File: src/rtl/tern_pkg.sv
package tern_pkg;
  typedef logic [1:0] trit_t;

  localparam trit_t T_NEG = 2'b10;
  localparam trit_t T_ZER = 2'b00;
  localparam trit_t T_POS = 2'b01;
  localparam trit_t T_BAD = 2'b11;

  // three-way select steered by one trit
  function automatic trit_t tmux(trit_t sel, trit_t on_neg, trit_t on_zer, trit_t on_pos);
    case (sel)
      T_NEG:   return on_neg;
      T_POS:   return on_pos;
      default: return on_zer;
    endcase
  endfunction

  function automatic trit_t cyc_up(trit_t t);
    return tmux(t, T_ZER, T_POS, T_NEG);
  endfunction

  function automatic trit_t cyc_dn(trit_t t);
    return tmux(t, T_POS, T_NEG, T_ZER);
  endfunction
endpackage

File: src/rtl/tern_half_add.sv
module tern_half_add
  import tern_pkg::*;
(
  input  trit_t x_i,
  input  trit_t y_i,
  output trit_t s_o,
  output trit_t c_o
);
  trit_t c_neg, c_pos;

  always_comb begin
    c_neg = (y_i == T_NEG) ? T_NEG : T_ZER;
    c_pos = (y_i == T_POS) ? T_POS : T_ZER;
    s_o   = tmux(x_i, cyc_dn(y_i), y_i, cyc_up(y_i));
    c_o   = tmux(x_i, c_neg, T_ZER, c_pos);
  end
endmodule

File: src/rtl/tern_full_add.sv
module tern_full_add
  import tern_pkg::*;
(
  input  trit_t a_i,
  input  trit_t b_i,
  input  trit_t c_i,
  output trit_t s_o,
  output trit_t c_o
);
  trit_t s_ab, c_ab, c_sc;

  tern_half_add u_ha_ab (.x_i(a_i),  .y_i(b_i), .s_o(s_ab), .c_o(c_ab));
  tern_half_add u_ha_sc (.x_i(s_ab), .y_i(c_i), .s_o(s_o),  .c_o(c_sc));

  // c_ab and c_sc never share a sign; opposite signs cancel
  always_comb begin
    c_o = tmux(c_ab,
               (c_sc == T_POS) ? T_ZER : T_NEG,
               c_sc,
               (c_sc == T_NEG) ? T_ZER : T_POS);
  end
endmodule

File: src/rtl/tern_illegal_det.sv
module tern_illegal_det
  import tern_pkg::*;
#(
  parameter int N_CODES = 13
) (
  input  logic [2*N_CODES-1:0] codes_i,
  output logic                 bad_o
);
  logic [N_CODES-1:0] hit;

  for (genvar k = 0; k < N_CODES; k++) begin : g_code
    assign hit[k] = (codes_i[2*k +: 2] == T_BAD);
  end

  assign bad_o = |hit;
endmodule

File: src/rtl/tern_ripple_add.sv
module tern_ripple_add
  import tern_pkg::*;
#(
  parameter int N_TRITS = 6
) (
  input  logic [2*N_TRITS-1:0] a_i,
  input  logic [2*N_TRITS-1:0] b_i,
  input  logic [1:0]           cin_i,
  output logic [2*N_TRITS-1:0] sum_o,
  output logic [1:0]           cout_o,
  output logic                 err_o
);
  localparam int W      = 2 * N_TRITS;
  localparam int N_CODE = 2 * N_TRITS + 1;

  trit_t          carry [N_TRITS+1];
  logic [W-1:0]   sum_raw;
  logic           bad;

  assign carry[0] = cin_i;

  for (genvar k = 0; k < N_TRITS; k++) begin : g_stage
    tern_full_add u_fa (
      .a_i (a_i[2*k +: 2]),
      .b_i (b_i[2*k +: 2]),
      .c_i (carry[k]),
      .s_o (sum_raw[2*k +: 2]),
      .c_o (carry[k+1])
    );
  end

  tern_illegal_det #(.N_CODES(N_CODE)) u_det (
    .codes_i ({cin_i, b_i, a_i}),
    .bad_o   (bad)
  );

  assign err_o  = bad;
  assign sum_o  = bad ? '0 : sum_raw;
  assign cout_o = bad ? T_ZER : carry[N_TRITS];
endmodule

File: config.mk
export PLATFORM = sky130hd
export DESIGN_NAME = tern_ripple_add
export DESIGN_NICKNAME = d
export VERILOG_FILES = /design/src/rtl/tern_pkg.sv /design/src/rtl/tern_half_add.sv /design/src/rtl/tern_full_add.sv /design/src/rtl/tern_illegal_det.sv /design/src/rtl/tern_ripple_add.sv
export SDC_FILE = /design/constraint.sdc
export NUM_CORES = 1
export LEC_CHECK = 0
export BUFFER_PORTS_ARGS = -buffer_cell sky130_fd_sc_hd__buf_4
export CAP_MARGIN = 30
export CELL_PAD_IN_SITES_DETAIL_PLACEMENT = 1
export CELL_PAD_IN_SITES_GLOBAL_PLACEMENT = 2
export CORE_MARGIN = 2
export CORE_UTILIZATION = 25
export DETAILED_ROUTE_END_ITERATION = 10
export PLACE_DENSITY = 0.71
export SYNTH_ARGS = -nofsm -noshare
export SYNTH_HDL_FRONTEND = slang
export SYNTH_SLANG_ARGS = --single-unit
File: constraint.sdc
create_clock -name vclk -period 5.48
set_clock_uncertainty 0.2 [all_clocks]
set_input_delay 0 -clock vclk [all_inputs]
set_output_delay 0 -clock vclk [all_outputs]
set_load 0.01 [all_outputs]
==> results of run 1 <==
## metal layers
| metal | wire [um] | track usage | vias up |
|---|---|---|---|
| li1 | - | - | 1018 |
| met4 | 0 | 0 | 0 |
| met1 | 2400 | 0.138 | 914 |
| met5 | 0 | 0 | - |
| met3 | 64 | 0.00216 | 0 |
| met2 | 2610 | 0.198 | 15 |
## critical path, stage by stage
cell	delay, ns
buf_4	0.10
inv_1	0.06
ha_4	0.27
a22oi_2	0.08
o21ai_2	0.16
inv_1	0.06
ha_1	0.28
nand3b_1	0.17
a2bb2o_2	0.29
ha_1	0.22
and2_1	0.18
o211a_1	0.26
ha_1	0.24
a21o_1	0.18
a2bb2o_2	0.26
ha_1	0.21
and2_1	0.18
o211a_1	0.26
ha_1	0.23
a21o_1	0.18
a2bb2o_1	0.27
ha_1	0.33
a221oi_2	0.27
a211oi_2	0.05
buf_4	0.17
## logic make-up (layout without fill, tap and decap cells)
logic type / count (synthesis) / in the layout / share of synthesized area
compound gates: 71 / 71 / 0.267
simple gates: 55 / 55 / 0.142
fa+ha+maj: 84 / 84 / 0.482
buf+inv: 61 / 103 / 0.108
## timing repair
item | 4_1_cts | 5_1_grt
setup endpoints to repair | 0 | 4
endpoints found under the hold margin | 0 | 0
gates resized for setup | 0 | 18
buffers inserted | 0 | 1
## cells in the final DEF (no fill, tap or decap), types with 4 or more instances in the layout
master    instances
a211oi_1         10
a211oi_2          7
a21bo_2           5
a21o_1            5
a221oi_1          5
a22oi_1          10
a2bb2o_2          4
and2_1            5
buf_4            43
ha_1             81
inv_1            56
inv_2             4
nand2_1          19
nand3b_1         10
nor2_1            9
o211a_1           5
o21ai_0          10
or2_2             6
## metrics by stage
step	power [W]	setup WS, ns
floorplan	0.000122	0.597
global placement	0.000174	0.153
detailed placement	0.000179	0.0394
CTS	0.000180	0.0207
global route	0.000216	-0.00467
finish	0.000189	0.319
## final cells by class
cell class                 count  area, sq um
tap                          108          135
multi-input combinational    210         2020
inverter                      60          225
fill                        1058         5890
timing repair buffer          43          323
## path summary, 6_finish.rpt
kind / cells after the start / startpoint / end
max: 25 / b_i[0] / sum_o[10]
min: 4 / cin_i[1] / sum_o[1]
## power by group
part	switching, W	total (W)	internal [W]	leakage, nW
clock network	0	0	0	0
logic	0.000102	0.000189	0.0000861	1.44
registers	0	0	0	0
total	0.000102	0.000189	0.0000861	1.44
==> impl_metrics.csv, run 1 <==
group,metric,value,unit
outcome,outcome,"finished, final reports clean",
hold_path,hold_class,"in2out",
global_routing,grt_pass1_wl,8760,um
cells_and_area,seq_cell_count,0,
worst_setup_path,worstSetupEndpointType,"primary output",
pwr,irDropWorstVdd,0.0360,mV
global_routing,grt_pass1_vias,1936,
pwr,leakagePower,1.44,nW
cells_and_area,final_util,0.315,
sta,relSlewSlack,0.599,
detailed_routing,drt_first_pass_iters,2,
worst_setup_path,crit_type,"in2out",
place,gp_congestion,0.723,
sta,period_share,0.942,
logic_synthesis,syn-num-nets,381,
logic_synthesis,synth.distinct_cells,26,
place,hpwlAfterDp,4470,um
sta,tightestPinTransition,0.601,ns
detailed_routing,first_iter_violations,29,
global_routing,antenna_found_initial,0,
die,num_rows,34,
cells_and_area,regArea,0,sq um
logic_synthesis,ys_warn_count,0,
logic_synthesis,synth.avg_cell_area,8.04,sq um
sta,tns,0,ns
sta,hold_viol_final,0,
die,ios,41,
die,coreArea,0.00859,sq mm
die,start_util,0.254,
global_routing,grt.overflow.total,0,
sta,clock.fmax,194,MHz
logic_synthesis,synth_area,0.00218,sq mm
global_routing,track_usage,0.104,
cells_and_area,postLayoutCellArea,0.00271,sq mm
worst_setup_path,arrival,4.96,ns
cells_and_area,diodes,0,
logic_synthesis,synth_top_area_share,0.482,
detailed_routing,route.detailed.drc,0,
die,die_w,97.4,um
die,dieArea,0.00948,sq mm
logic_synthesis,syn_inst,271,
cells_and_area,syn2layout_area_growth,24.2,%
detailed_routing,routed_wl,5070,um
cells_and_area,final_cells,421,
cells_and_area,final_nets,425,
detailed_routing,viasPerCell,4.62,
sta,whs,0.226,ns
logic_synthesis,synth_top_area_cell,"ha_1",
die,dieHeight,97.4,um
pwr,power_density,69.7,mW/mm^2
worst_setup_path,crit_fanout,4,
detailed_routing,antenna_left,0,
place,port_buffers,41,
job,maxCapViolations,0,
sta,slew_violations,0,
logic_synthesis,synth.top_cells.by_count,"84 x ha_1, 56 x inv_1, 19 x nand2_1, 12 x a22oi_1, 12 x o21ai_0",
place,dpl.cell_count,420,
global_routing,grt_max_degree,16,
cells_and_area,drive_above_1_share,0.268,
logic_synthesis,yosysSeqAreaShare,0,
worst_setup_path,startpoint_type,"primary input",
logic_synthesis,synth_top_cells_by_area,"ha_1 48%, inv_1 9.6%, a22oi_1 4.1%",
clock_network,ctsHoldBuffers,0,
place,postPlaceCellArea,0.00262,sq mm
sta,setup_viol,0,
cells_and_area,clkbuf_count,0,
logic_synthesis,synth.most_common_cell,"ha_1",
sta,min_period,5.16,ns
detailed_routing,route.vias.total,1947,
detailed_routing,wl_per_cell,12.0,um
worst_setup_path,cp.required,5.28,ns
Power figures use the tool's default switching activity.
==> run 2, diff against run 1 <==
- BUFFER_PORTS_ARGS: -buffer_cell sky130_fd_sc_hd__buf_4 -> -buffer_cell sky130_fd_sc_hd__buf_2
==> impl_metrics.csv, run 2 (synthesized netlist as in run 1, its figures left out) <==
group,metric,value,unit
die,num_rows,34,
place,postPlaceCellArea,0.00252,sq mm
cells_and_area,layout_common_cells,"81 x ha_1, 56 x inv_1, 41 x buf_2",
cells_and_area,final_nets,424,
sta,relSlewSlack,0.597,
global_routing,grt_pass1_vias,1970,
die,ios,41,
detailed_routing,routed_wl,4900,um
detailed_routing,wl_per_cell,11.7,um
worst_setup_path,arrival,4.98,ns
worst_setup_path,worstSetupEndpointType,"primary output",
global_routing,grt_pass1_wl,8470,um
detailed_routing,first_iter_violations,20,
sta,grt_setup_unrepaired,"no",
detailed_routing,viasPerCell,4.59,
sta,setup_viol,0,
cells_and_area,seq_cell_count,0,
place,hpwlAfterDp,4420,um
place,port_buffers,41,
hold_path,hold_start,"cin_i[1]",
global_routing,track_usage,0.0995,
hold_path,hold_class,"in2out",
sta,clock.fmax,193,MHz
cells_and_area,regArea,0,sq um
detailed_routing,antenna_left,0,
sta,hold_viol_final,0,
outcome,outcome,"finished, final reports clean",
cells_and_area,final_common_cell,"ha_1",
sta,tightestPinTransition,0.603,ns
detailed_routing,drt_first_pass_iters,4,
job,maxCapViolations,0,
global_routing,antenna_found_initial,0,
cells_and_area,postLayoutCellArea,0.00257,sq mm
pwr,power_density,68.7,mW/mm^2
sta,min_period,5.18,ns
worst_setup_path,crit_fanout,4,
global_routing,grt_max_degree,16,
die,dieHeight,97.4,um
pwr,leakagePower,1.41,nW
cells_and_area,syn2layout_area_growth,18.1,%
cells_and_area,clkbuf_count,0,
cells_and_area,final_cells,420,
sta,slew_violations,0,
cells_and_area,drive_above_1_share,0.263,
worst_setup_path,crit_start,"b_i[0]",
die,start_util,0.254,
detailed_routing,route.detailed.drc,0,
worst_setup_path,cp.required,5.28,ns
place,dpl.cell_count,420,
die,coreArea,0.00859,sq mm
cells_and_area,diodes,0,
global_routing,grt.overflow.total,0,
pwr,irDropWorstVdd,0.0293,mV
pwr,fin_total_pwr,0.000177,W
die,die_w,97.4,um
sta,period_share,0.945,
sta,tns,0,ns
worst_setup_path,crit_type,"in2out",
die,dieArea,0.00948,sq mm
detailed_routing,route.vias.total,1927,
place,gp_congestion,0.749,
worst_setup_path,startpoint_type,"primary input",
==> run 2: final cells by class <==
class                      instances  area, sq um
fill                            1070         6020
multi-input combinational        210         2000
inverter                          60          225
timing repair buffer              42          213
tap                              108          135
==> run 2: power breakdown <==
group / switching [W] / total [W] / internal (W) / leakage (nW)
Clock: 0 / 0 / 0 / 0
Combinational: 0.000100 / 0.000177 / 0.0000770 / 1.41
Sequential: 0 / 0 / 0 / 0
Total: 0.000100 / 0.000177 / 0.0000770 / 1.41
==> run 2: layer usage <==
layer / vias to the layer above / routed length (um) / global-route usage
met3: 0 / 106 / 0.00504
met5: - / 0 / 0
met2: 15 / 2510 / 0.197
li1: 1015 / - / -
met1: 897 / 2280 / 0.125
met4: 0 / 0 / 0
==> run 2: worst max-delay path, stage by stage <==
cell	delay, ns
buf_2	0.11
inv_1	0.04
ha_1	0.33
a22oi_2	0.21
o21ai_2	0.07
inv_1	0.05
ha_1	0.23
nand3b_1	0.18
a2bb2o_2	0.29
ha_1	0.21
and2_1	0.18
o211a_1	0.27
ha_1	0.24
a21o_1	0.18
a2bb2o_1	0.29
ha_2	0.20
and2_1	0.17
o211a_1	0.25
ha_1	0.23
and2_1	0.18
o211a_1	0.23
ha_1	0.34
a221oi_2	0.28
a211oi_2	0.05
buf_2	0.16
==> run 2: repair_timing <==
item	in CTS	in global routing
hold endpoints to repair	0	0
setup endpoints to repair	0	4
gates resized for setup	0	16
buffers inserted	0	0
hold buffers	0	0
==> run 2: stage by stage <==
stage / utilization / hold slack, ns / setup WS (ns)
2_1_floorplan: - / -0.0507 / 0.597
3_3_place_gp: 0.293 / 0.231 / 0.155
3_5_place_dp: 0.293 / 0.231 / 0.0533
4_1_cts: 0.293 / 0.233 / 0.0273
5_1_grt: 0.300 / 0.271 / 0.00844
6_report: 0.300 / 0.220 / 0.302
==> run 2: worst paths after layout <==
kind	to	slack (ns)	depth (start not counted)
worst min-delay path	sum_o[1]	0.22	4
worst max-delay path	sum_o[10]	0.30	25
==> run 3, diff against run 2 <==
- ABC_AREA: not set -> 1
- PLACE_DENSITY: 0.71 -> 0.77
==> impl_metrics.csv, run 3 <==
group,metric,value,unit
outcome,outcome,"finished, final reports clean",
place,pre_cts_ws,0.235,ns
cells_and_area,drive_above_1_share,0.137,
cells_and_area,final_nets,507,
job,maxCapViolations,0,
logic_synthesis,synth_top_area_share,0.475,
cells_and_area,layout_common_cells,"94 x inv_1, 82 x ha_1, 71 x nand2_1",
detailed_routing,routed_wl,5160,um
pwr,leakagePower,1.63,nW
sta,grt_setup_unrepaired,"no",
worst_setup_path,crit_slowest_cell,"ha_2",
worst_setup_path,crit_fanout,6,
detailed_routing,drt_first_pass_iters,4,
detailed_routing,viasPerCell,4.39,
worst_setup_path,arrival,4.67,ns
sta,setup_slack,0.606,ns
logic_synthesis,ys_warn_count,0,
clock_network,post_cts_buffers,0,
die,dieHeight,98.1,um
worst_setup_path,worst-path-stages,40,
global_routing,track_usage,0.107,
worst_setup_path,critPathTopFamily,"simple AND/OR/NAND/NOR gates",
sta,clock.fmax,205,MHz
worst_setup_path,cpMostUsedCell,"nand2_1",
sta,setup_viol,0,
sta,slew_violations,0,
global_routing,grt_max_degree,12,
pwr,power_density,71.9,mW/mm^2
logic_synthesis,synth.top_cells.by_count,"94 x inv_1, 84 x ha_1, 73 x nand2_1, 35 x nand3_1, 25 x o21ai_0",
die,ios,41,
die,die_w,98.1,um
detailed_routing,route.vias.total,2208,
logic_synthesis,synth_area,0.00221,sq mm
logic_synthesis,yosysSeqAreaShare,0,
cells_and_area,clkbuf_count,0,
hold_path,hold_class,"in2out",
sta,tns,0,ns
sta,tightestPinTransition,0.489,ns
detailed_routing,route.detailed.drc,0,
cells_and_area,regArea,0,sq um
logic_synthesis,synth.avg_cell_area,6.22,sq um
worst_setup_path,startpoint_type,"primary input",
cells_and_area,final_common_cell,"inv_1",
cells_and_area,diodes,0,
logic_synthesis,syn-num-nets,466,
worst_setup_path,worstSetupEndpointType,"primary output",
pwr,irDropWorstVdd,0.0206,mV
place,gp_congestion,0.781,
cells_and_area,syn2layout_area_growth,15.2,%
sta,relSlewSlack,0.673,
detailed_routing,wl_per_cell,10.3,um
sta,min_period,4.87,ns
cells_and_area,final_util,0.295,
worst_setup_path,crit_type,"in2out",
logic_synthesis,synth_top_area_cell,"ha_1",
worst_setup_path,cp.required,5.28,ns
clock_network,ctsHoldBuffers,0,
place,port_buffers,41,
place,hpwlAfterDp,4780,um
sta,period_share,0.889,
logic_synthesis,synth.most_common_cell,"inv_1",
pwr,fin_total_pwr,0.000183,W
die,num_rows,34,
worst_setup_path,cp_num_buf_inv,10,
detailed_routing,first_iter_violations,26,
clock_network,post_cts_resized,0,
sta,hold_viol_final,0,
cells_and_area,seq_cell_count,0,
worst_setup_path,max_stage_delay,0.31,ns
logic_synthesis,syn_inst,356,
die,start_util,0.256,
global_routing,grt_pass1_vias,2203,
die,dieArea,0.00963,sq mm
global_routing,grt_pass1_wl,9140,um
logic_synthesis,synth_top_cells_by_area,"ha_1 47%, inv_1 16%, nand2_1 12%",
logic_synthesis,synth.distinct_cells,12,
global_routing,grt.overflow.total,0,
die,coreArea,0.00864,sq mm
detailed_routing,antenna_left,0,
hold_path,min_path_cells,4,
global_routing,antenna_found_initial,0,
## run 3: cell count changes after synthesis, sizes merged, moves of 6 or more
cell / previous run / this run
o21ai: 12 / 25
a21oi: 1 / 16
nand2: 19 / 73
a22oi: 12 / 0
a211oi: 17 / 0
nor3: 2 / 8
nand3b: 10 / 0
a221oi: 7 / 0
inv: 60 / 94
nand3: 0 / 35
## run 3: layout make-up
type               count  area (sq um)
fillers             1140          6080
multi-input cells    260          1860
well taps            108           135
repair buffers        41           205
inverters             94           353
## run 3: metrics by stage
step                      cell area, sq um  std cells  hold slack (ns)
after global placement                2530        503            0.206
after detailed placement              2530        503            0.218
after global routing                  2550        503            0.254
after floorplan                       2210        356          -0.0138
after CTS                             2530        503            0.217
final                                 2550        503            0.199
## run 3: cells by family (layout without fill, tap and decap cells)
| logic type | count (synthesis) | count (layout) | share of synthesized area |
|---|---|---|---|
| AND/OR/NAND/NOR | 133 | 133 | 0.258 |
| AO/OA/AOI/OAI | 43 | 43 | 0.0983 |
| buffers and inverters | 96 | 135 | 0.169 |
| adder cells (fa/ha/maj) | 84 | 84 | 0.475 |
## run 3: worst paths after layout
kind,to,from
worst max-delay path,cout_o[1],a_i[0]
worst min-delay path,sum_o[0],cin_i[0]
## run 3: routing by layer
layer  routed length [um]  part of all wire  global-route usage  up-vias
met2                 2620              0.51               0.202       20
met4                    0                 0                   0        0
met1                 2450              0.47               0.144     1018
li1                     -                 -                   -     1170
met5                    0                 0                   0        -
met3                   94             0.018            0.000716        0
## run 3: power breakdown
part	switching (W)	internal [W]	total [W]
clock	0	0	0
combinational	0.000113	0.0000701	0.000183
sequential	0	0	0
total	0.000113	0.0000701	0.000183
